File: config.mk
export PLATFORM = sky130hd
export DESIGN_NAME = pixel_pair_conv
export DESIGN_NICKNAME = d
export VERILOG_FILES = /design/src/rtl/pxpair_pkg.sv /design/src/rtl/pp_phase_gen.sv /design/src/rtl/pp_pair_pack.sv /design/src/rtl/pp_out_stage.sv /design/src/rtl/pixel_pair_conv.sv
export SDC_FILE = /design/constraint.sdc
export NUM_CORES = 1
export LEC_CHECK = 0
export ABC_AREA = 1
export BUFFER_PORTS_ARGS = -buffer_cell sky130_fd_sc_hd__buf_2
export CORE_MARGIN = 2
export CORE_UTILIZATION = 58
export CTS_CLUSTER_SIZE = 28
export DETAILED_ROUTE_END_ITERATION = 8
export GPL_TIMING_DRIVEN = 0
export PLACE_DENSITY = 0.84
export SYNTH_ARGS = -nofsm -noshare
export SYNTH_HDL_FRONTEND = slang
export SYNTH_SLANG_ARGS = --single-unit
File: constraint.sdc
create_clock -name clk -period 2.6 [get_ports clk]
set_input_delay 0.13 -clock clk [delete_from_list [all_inputs] [get_ports clk]]
set_output_delay 0.13 -clock clk [all_outputs]
set_load 0.02 [all_outputs]
File: src/rtl/pxpair_pkg.sv
package pxpair_pkg;

    localparam int CH_W  = 8;
    localparam int PIX_W = 3 * CH_W;

    typedef struct packed {
        logic [CH_W-1:0] r;
        logic [CH_W-1:0] g;
        logic [CH_W-1:0] b;
    } pixel_t;

    typedef enum logic [1:0] {
        SYNC_DE   = 2'd0,
        SYNC_HS   = 2'd1,
        SYNC_VS   = 2'd2,
        SYNC_FREE = 2'd3
    } resync_src_e;

    typedef struct packed {
        logic de;
        logic hs;
        logic vs;
    } ctl_t;

    typedef struct packed {
        pixel_t pix;
        ctl_t   ctl;
    } beat_t;

    typedef struct packed {
        pixel_t a;
        pixel_t b;
        ctl_t   ctl;
        logic   vld;
    } pair_t;

    // Pixels outside the active region travel as zero.
    function automatic pixel_t blank_gate(pixel_t p, logic de);
        return de ? p : pixel_t'('0);
    endfunction

    function automatic pixel_t apply_inv(pixel_t p, logic inv);
        return p ^ pixel_t'({PIX_W{inv}});
    endfunction

endpackage

File: src/rtl/pp_phase_gen.sv
module pp_phase_gen
    import pxpair_pkg::*;
(
    input  logic        clk,
    input  logic        rst,
    input  logic        wide,
    input  resync_src_e sel,
    input  ctl_t        ctl_in,
    output logic        resync,
    output logic        cur_ph
);
    ctl_t prev_q;
    logic ph_q;

    always_ff @(posedge clk) begin
        if (rst) begin
            prev_q <= '0;
            ph_q   <= 1'b0;
        end else begin
            prev_q <= ctl_in;
            ph_q   <= wide ? ~cur_ph : 1'b0;
        end
    end

    always_comb begin
        unique case (sel)
            SYNC_DE: resync = ctl_in.de & ~prev_q.de;
            SYNC_HS: resync = ctl_in.hs & ~prev_q.hs;
            SYNC_VS: resync = ctl_in.vs & ~prev_q.vs;
            default: resync = 1'b0;
        endcase
        cur_ph = (resync || !wide) ? 1'b0 : ph_q;
    end

    // without realign, double-wide phase must alternate every clock
    assert_phase_toggle_R6: assert property (@(posedge clk) disable iff (rst)
        (wide && !resync) ##1 (wide && !resync) |-> (cur_ph != $past(cur_ph)));

endmodule

File: src/rtl/pp_pair_pack.sv
module pp_pair_pack
    import pxpair_pkg::*;
(
    input  logic  clk,
    input  logic  rst,
    input  logic  wide,
    input  logic  cur_ph,
    input  beat_t beat,
    output pair_t nxt
);
    beat_t hold_q;
    pixel_t cur_pix;

    assign cur_pix = blank_gate(beat.pix, beat.ctl.de);

    always_ff @(posedge clk) begin
        if (rst) begin
            hold_q <= '0;
        end else if (wide && !cur_ph) begin
            hold_q.pix <= cur_pix;
            hold_q.ctl <= beat.ctl;
        end
    end

    always_comb begin
        nxt = '0;
        if (!wide) begin
            nxt.a   = cur_pix;
            nxt.b   = '0;
            nxt.ctl = beat.ctl;
            nxt.vld = 1'b1;
        end else if (cur_ph) begin
            nxt.a      = hold_q.pix;
            nxt.b      = cur_pix;
            nxt.ctl.hs = hold_q.ctl.hs;
            nxt.ctl.vs = hold_q.ctl.vs;
            nxt.ctl.de = hold_q.ctl.de | beat.ctl.de;
            nxt.vld    = 1'b1;
        end
    end

endmodule

File: src/rtl/pp_out_stage.sv
module pp_out_stage
    import pxpair_pkg::*;
(
    input  logic   clk,
    input  logic   rst,
    input  logic   wide,
    input  logic   inv_a,
    input  logic   inv_b,
    input  pair_t  nxt,
    output pixel_t port_q [2],
    output ctl_t   ctl_q,
    output logic   vld_q
);
    localparam int N_PORT = 2;

    logic   inv_v [N_PORT];
    pixel_t src_v [N_PORT];

    assign inv_v[0] = inv_a;
    assign inv_v[1] = inv_b;
    assign src_v[0] = nxt.a;
    assign src_v[1] = nxt.b;

    for (genvar p = 0; p < N_PORT; p++) begin : g_port
        always_ff @(posedge clk) begin
            if (rst) begin
                port_q[p] <= '0;
            end else if (nxt.vld) begin
                port_q[p] <= apply_inv(src_v[p], inv_v[p]);
            end
        end
    end

    always_ff @(posedge clk) begin
        if (rst) begin
            ctl_q <= '0;
            vld_q <= 1'b0;
        end else begin
            if (nxt.vld) begin
                ctl_q <= nxt.ctl;
            end
            vld_q <= nxt.vld;
        end
    end

    // in double-wide mode a pair strobe is never followed by another
    assert_vld_spacing_R2: assert property (@(posedge clk) disable iff (rst)
        (vld_q && wide) ##1 wide |-> !vld_q);

    // single-wide mode presents a pixel after every edge
    assert_single_strobe_R10: assert property (@(posedge clk) disable iff (rst)
        !wide |=> vld_q);

endmodule

File: src/rtl/pixel_pair_conv.sv
module pixel_pair_conv
    import pxpair_pkg::*;
(
    input  logic             clk,
    input  logic             rst,
    input  logic             wide_mode,
    input  logic [1:0]       sync_sel,
    input  logic             inv_a,
    input  logic             inv_b,
    input  logic             de_in,
    input  logic             hs_in,
    input  logic             vs_in,
    input  logic [PIX_W-1:0] pix_in,
    output logic [PIX_W-1:0] pix_a,
    output logic [PIX_W-1:0] pix_b,
    output logic             de_out,
    output logic             hs_out,
    output logic             vs_out,
    output logic             pair_vld
);
    beat_t  beat;
    logic   resync;
    logic   cur_ph;
    pair_t  nxt;
    pixel_t port_q [2];
    ctl_t   ctl_q;

    assign beat.pix    = pixel_t'(pix_in);
    assign beat.ctl.de = de_in;
    assign beat.ctl.hs = hs_in;
    assign beat.ctl.vs = vs_in;

    pp_phase_gen u_phase (
        .clk    (clk),
        .rst    (rst),
        .wide   (wide_mode),
        .sel    (resync_src_e'(sync_sel)),
        .ctl_in (beat.ctl),
        .resync (resync),
        .cur_ph (cur_ph)
    );

    pp_pair_pack u_pack (
        .clk    (clk),
        .rst    (rst),
        .wide   (wide_mode),
        .cur_ph (cur_ph),
        .beat   (beat),
        .nxt    (nxt)
    );

    pp_out_stage u_out (
        .clk    (clk),
        .rst    (rst),
        .wide   (wide_mode),
        .inv_a  (inv_a),
        .inv_b  (inv_b),
        .nxt    (nxt),
        .port_q (port_q),
        .ctl_q  (ctl_q),
        .vld_q  (pair_vld)
    );

    assign pix_a  = port_q[0];
    assign pix_b  = port_q[1];
    assign de_out = ctl_q.de;
    assign hs_out = ctl_q.hs;
    assign vs_out = ctl_q.vs;

    // a realign edge starts a pair, so no pair is closed on it
    assert_resync_no_pair_R3: assert property (@(posedge clk) disable iff (rst)
        (wide_mode && resync) |=> !pair_vld);

    // a blank B-slot pixel shows as zero (then inverted per R8)
    assert_blank_b_zero_R7: assert property (@(posedge clk) disable iff (rst)
        (wide_mode && cur_ph && !de_in) |=> (pix_b == {PIX_W{$past(inv_b)}}));

endmodule

Yosys cells after proc, flatten, opt, wreduce, memory -nomap -nowiden
Cells that the tools add are included.
{ "word_totals": {"regBits": 83, "in_bits": 34} }
{ "classes": {"n_eq_ne": 2, "mux": 5, "bitwise": 11, "n_reduce_logical": 6} }
{ "op_table": {"columns": ["op", "count"], "rows": [
  ["52-bit two-way mux", 2],
  ["24-bit XOR", 2],
  ["24-bit two-way mux", 1],
  ["1-bit NOT", 5],
  ["1-bit bitwise AND", 3],
  ["1-bit one-hot mux with 3 select lines", 1],
  ["2-bit by 1-bit == test with 1-bit output, second input constant", 1],
  ["2-bit == test, second input constant", 1],
  ["1-bit logical NOT", 2],
  ["2-bit logical NOT", 1],
  ["2-bit OR reduction", 1],
  ["1-bit logical AND", 1],
  ["1-bit logical OR", 1],
  ["1-bit two-way mux", 1],
  ["1-bit OR", 1]
]} }

Logic depth before layout (Yosys ltp)
{ "logic_depth": {"ltp_word": 8, "ltp_mapped": 11, "depth_no_buf": 9} }

Cells and area by module
A second synthesis with hierarchy kept.
{ "unflattened": {"cells_unflattened": 790, "hier_area_um2": 4618.2} }
{ "by_module_without_submodules": {"columns": ["mod", "n_inst", "cells_each", "area_per_inst_um2", "seq_area_each_um2"], "rows": [
  ["pp_out_stage", 1, 476, 2801.4, 1041.0],
  ["pp_pair_pack", 1, 287, 1636.6, 540.5],
  ["pp_phase_gen", 1, 27, 180.2, 80.1]
]} }

Least setup slack after synthesis
No wires, ideal clock.
{ "synth_path": {"path_type": "reg2reg", "start": "register u_phase.prev_q[1] (netlist name)", "end": "register u_out.port_q[15] (netlist name)", "setup_ns": 0.113, "arrival_ns": 1.167, "required_time_ns": 2.487, "slack_ns": 1.320, "path_stages_with_launch": 10, "n_path_buf": 2, "cell_sequence": "dfxtp_1 nor2_1 a21oi_4 nand2_4 nand2_2 nor2_4 buf_4 buf_6 nand2_1 nand2_1"} }
{ "synth_via": {"elab_chain_cells": 8} }
{ "synth_lines": {"columns": ["item", "line_no", "text"], "rows": [
  ["start, declared", "pp_phase_gen.sv:12", "ctl_t prev_q;"],
  ["start signal, assigned", "pp_phase_gen.sv:20", "prev_q <= ctl_in;"],
  ["1-bit NOT *", "pp_phase_gen.sv:28", "SYNC_HS: resync = ctl_in.hs & ~prev_q.hs;"],
  ["1-bit bitwise AND *", "pp_phase_gen.sv:28", null],
  ["1-bit one-hot mux with 3 select lines *", "pp_phase_gen.sv:26", "unique case (sel)"],
  ["1-bit logical OR *", "pp_phase_gen.sv:32", "cur_ph = (resync || !wide) ? 1'b0 : ph_q;"],
  ["1-bit two-way mux *", "pp_phase_gen.sv:32", null],
  ["52-bit two-way mux *", "pp_pair_pack.sv:32", "end else if (cur_ph) begin"],
  ["52-bit two-way mux *", "pp_pair_pack.sv:27", "if (!wide) begin"],
  ["24-bit XOR", "pxpair_pkg.sv:43", "return p ^ pixel_t'({PIX_W{inv}});"]
]} }
Mark *: on every way between the ends. The rest lies on a longest branch, timed or not.
A chain may end at the register's enable or synchronous reset.

Worst setup path after layout
{ "layout_path": {"start": "register u_phase.prev_q[1] (netlist name)", "end": "register u_pack.hold_q[7] (netlist name)"} }
{ "layout_via": {"elab_chain_cells": 7} }
{ "layout_lines": {"columns": ["item", "line_no", "text"], "rows": [
  ["1-bit NOT", "pp_phase_gen.sv:28", null],
  ["1-bit bitwise AND", "pp_phase_gen.sv:28", null],
  ["1-bit one-hot mux with 3 select lines", "pp_phase_gen.sv:26", null],
  ["1-bit logical OR", "pp_phase_gen.sv:32", null],
  ["1-bit two-way mux", "pp_phase_gen.sv:32", null],
  ["1-bit logical NOT", "pp_pair_pack.sv:19", "end else if (wide && !cur_ph) begin"],
  ["1-bit logical AND", "pp_pair_pack.sv:19", null],
  ["end, declared", "pp_pair_pack.sv:11", "beat_t hold_q;"]
]} }
Every way passes these cells.

==> out/qor.tcl <==
set qor(count_of_hold_buffers_inserted_by_post_cts_repair) 0
set qor(maxSlewViolCount) 0
set qor(worstPathArrival_ns) 1.85
set qor(fill_cells) 574
set qor(synth_top_cell_area_share_pct) 42.5
set qor(nNetsFinal) 701
set qor(initial_core_util_pct) 60.9
set qor(worstPathRequired_ns) 2.90
set qor(rsz0062_at_grt) {no}
set qor(hp-class) {primary input to flip-flop}
set qor(groute.usage.overall_pct) 27.7
set qor(yosys.cell_types.count) 22
set qor(postSynthCellCount) 575
set qor(timing.final.crit_share_pct) 59.5
set qor(mean_cell_area_of_the_mapped_netlist_um2) 6.81
set qor(dieArea_mm2) 0.00742
set qor(worst-path-max-fanout) 10
set qor(final_hold_viol_count) 0
set qor(clk-insertion-delay-late_ns) 0.36
set qor(detail_route.iter0.violations) 295
set qor(rows) 29
set qor(timing.final.crit_period_ns) 1.55
set qor(clk_transition_reported_paths_ns) 0.08
set qor(max_slew.worst_pin.slew_ns) 0.635
set qor(routed_wire_length_per_instance_um) 13.3
set qor(grt_remaining_overflow) 0
set qor(cts_setup_buffers) 0
set qor(max_freq_ghz) 0.647
set qor(n_antenna_cell) 0
set qor(post_cts.resized_instances) 0
set qor(gp_routability_congestion) 0.911
set qor(netlist_area_mm2) 0.00391
set qor(h-tree-depth) 3
set qor(grt_start_max_net_pins) 15
set qor(detailedPlacementHpwl_um) 7240
set qor(cts_inserted_buffers) 9
set qor(pwr_dens_mw_per_mm2) 619
set qor(setup-violations-final) 0
set qor(grt_pass1_wl_um) 16400
set qor(residual_antenna_violating_net_count_after_detailed_routing) 0
set qor(grt_antenna_before_repair) 0
set qor(clock_sinks) 83
set qor(port_buffers) 81
set qor(die-width_um) 86.1
set qor(cts-root-buf) {sky130_fd_sc_hd__clkbuf_8}
set qor(headroom_to_the_max_slew_limit_pct) 57.7
set qor(p_leak_nw) 2.47
set qor(die_height_um) 86.1
set qor(design_power_total_mw) 2.86
set qor(final.setup.tns_ns) 0
set qor(drc) 0
set qor(finish.utilization_pct) 71.9
set qor(synth.area.top_cells) {sky130_fd_sc_hd__dfxtp_1 (42%), sky130_fd_sc_hd__nand2_1 (25%), sky130_fd_sc_hd__xor2_1 (5.4%), sky130_fd_sc_hd__nand3_1 (4.6%), sky130_fd_sc_hd__nand4_1 (3.8%)}
set qor(post_drt_via_cell_ratio) 5.28
set qor(timing.max_cap.violations) 0
set qor(synth-warning-count) 0
set qor(mappedNetlistNets) 609
set qor(synth_sequential_area_ratio_pct) 42.5
set qor(synth.largest_area_cell) {sky130_fd_sc_hd__dfxtp_1}
set qor(outcome) {complete, no violations}
set qor(setup.worst_path.start_class) {flip-flop}
set qor(cts_buffer_depth) 2
set qor(synth_seq_cells) 83
set qor(cts_tree) {done}
set qor(vdd_ir_drop_max_v) 0.000454
set qor(vias_in_the_first_global_route) 3715
set qor(io-pin-count) 86
set qor(routed-via-count) 3955
set qor(layout-drive-gt1-share_pct) 18.8
set qor(final.setup_skew_ns) 0.00869
set qor(critPathKind) {flip-flop to flip-flop}
set qor(routed_wire_length_um) 9930
set qor(drt-pass1-iter-count) 5
set qor(worstSetupEndpointType) {flip-flop}
set qor(core_area_mm2) 0.00642
set qor(syn2layout_area_growth_pct) 18.0
-- placed cells by master (no fill, tap or decap), types with 3 or more instances in the layout --
cell type	n
sky130_fd_sc_hd__buf_6	3
sky130_fd_sc_hd__dfxtp_1	83
sky130_fd_sc_hd__nand2_1	257
sky130_fd_sc_hd__nand2_2	3
sky130_fd_sc_hd__inv_1	39
sky130_fd_sc_hd__nand4_1	24
sky130_fd_sc_hd__o21ai_1	28
sky130_fd_sc_hd__buf_4	4
sky130_fd_sc_hd__buf_2	96
sky130_fd_sc_hd__nor2_1	4
sky130_fd_sc_hd__xor2_1	24
sky130_fd_sc_hd__clkbuf_8	10
sky130_fd_sc_hd__clkbuf_1	18
sky130_fd_sc_hd__o21ai_0	26
sky130_fd_sc_hd__nand3_1	36
-- cell usage after synthesis --
cell and number:
sky130_fd_sc_hd__a21oi_1 2, sky130_fd_sc_hd__a21oi_4 2, sky130_fd_sc_hd__buf_1 2, sky130_fd_sc_hd__buf_2 15, sky130_fd_sc_hd__buf_4 4, sky130_fd_sc_hd__buf_6 3
sky130_fd_sc_hd__clkbuf_1 17, sky130_fd_sc_hd__clkbuf_2 1, sky130_fd_sc_hd__clkinv_1 1, sky130_fd_sc_hd__dfxtp_1 83, sky130_fd_sc_hd__inv_1 39, sky130_fd_sc_hd__nand2_1 257
sky130_fd_sc_hd__nand2_2 3, sky130_fd_sc_hd__nand2_4 1, sky130_fd_sc_hd__nand3_1 36, sky130_fd_sc_hd__nand4_1 24, sky130_fd_sc_hd__nor2_1 4, sky130_fd_sc_hd__nor2_4 1
sky130_fd_sc_hd__o21ai_0 26, sky130_fd_sc_hd__o21ai_1 28, sky130_fd_sc_hd__o22ai_1 2, sky130_fd_sc_hd__xor2_1 24
-- layer usage --
metal / global-route usage, % / part of all wire [%] / vias up
li1: - / - / 1986
met4: 11.5 / 2.3 / 0
met5: 0 / 0 / -
met3: 3.95 / 6.6 / 24
met2: 46.4 / 47 / 158
met1: 35.9 / 44 / 1787
-- power breakdown --
group / switching [mW] / leakage (nW) / internal [mW]
Combinational: 0.345 / 1.69 / 0.167
Sequential: 0.0389 / 0.684 / 1.36
Clock: 0.480 / 0.0957 / 0.474
Total: 0.863 / 2.47 / 2.00
-- critical path: stages, from the launching register on --
cell,delay (ns)
sky130_fd_sc_hd__dfxtp_1,0.31
sky130_fd_sc_hd__nor2_1,0.19
sky130_fd_sc_hd__a21oi_4,0.11
sky130_fd_sc_hd__nand2_4,0.12
sky130_fd_sc_hd__nand2_2,0.09
sky130_fd_sc_hd__nor2_4,0.15
sky130_fd_sc_hd__buf_4,0.22
sky130_fd_sc_hd__buf_6,0.16
sky130_fd_sc_hd__nand2_1,0.06
sky130_fd_sc_hd__nand2_1,0.06
-- area by class of cell --
type / instances / area, um^2 / share of cell area (%)
well taps: 77 / 96.3 / 2.09
repair buffers: 81 / 405 / 8.78
clock inverters: 5 / 62.6 / 1.35
multi-input cells: 410 / 1890 / 40.8
clock buffers: 11 / 141 / 3.06
flip-flops and latches: 83 / 1660 / 36.0
inverters: 40 / 150 / 3.25
plain buffers: 42 / 215 / 4.66
-- flip-flops by register name, summed over array words and instances (netlist names) --
register / count
u_out.port_q: 48
u_out.vld_q: 1
u_phase.prev_q: 3
u_pack.hold_q: 27
u_phase.ph_q: 1
u_out.ctl_q: 3
-- stage by stage --
stage | setup WS (ns) | instance area, um^2 | hold WS, ns | instances
6_report | 1.05 | 4620 | 0.00898 | 749
5_1_grt | 0.913 | 4620 | 0.0319 | 749
4_1_cts | 1.05 | 4620 | 0.00649 | 749
3_5_place_dp | 1.07 | 4420 | 0.367 | 733
3_3_place_gp | 1.11 | 4420 | 0.368 | 733
2_1_floorplan | 1.32 | 3910 | 0.243 | 575
-- worst paths after layout --
check / start / endpoint / slack, ns / cells past startpoint
setup / recovery: u_phase.prev_q[1] / u_pack.hold_q[7] / 1.05 / 9
setup reg to reg: u_phase.prev_q[1] / u_pack.hold_q[7] / 1.05 / 9
hold reg to reg: u_pack.hold_q[8] / u_pack.hold_q[8] / 0.45 / 2
hold / removal: hs_in / u_pack.hold_q[1] / 0.009 / 3
-- kinds of logic after synthesis --
logic type / after synthesis / synth area share, %
AO/OA/AOI/OAI: 60 / 8.31
flip-flops: 83 / 42.5
buffers and inverters: 82 / 9.33
XOR/XNOR: 24 / 5.37
AND/OR/NAND/NOR: 326 / 34.5
No activity file was read; power rests on OpenSTA's default activity.
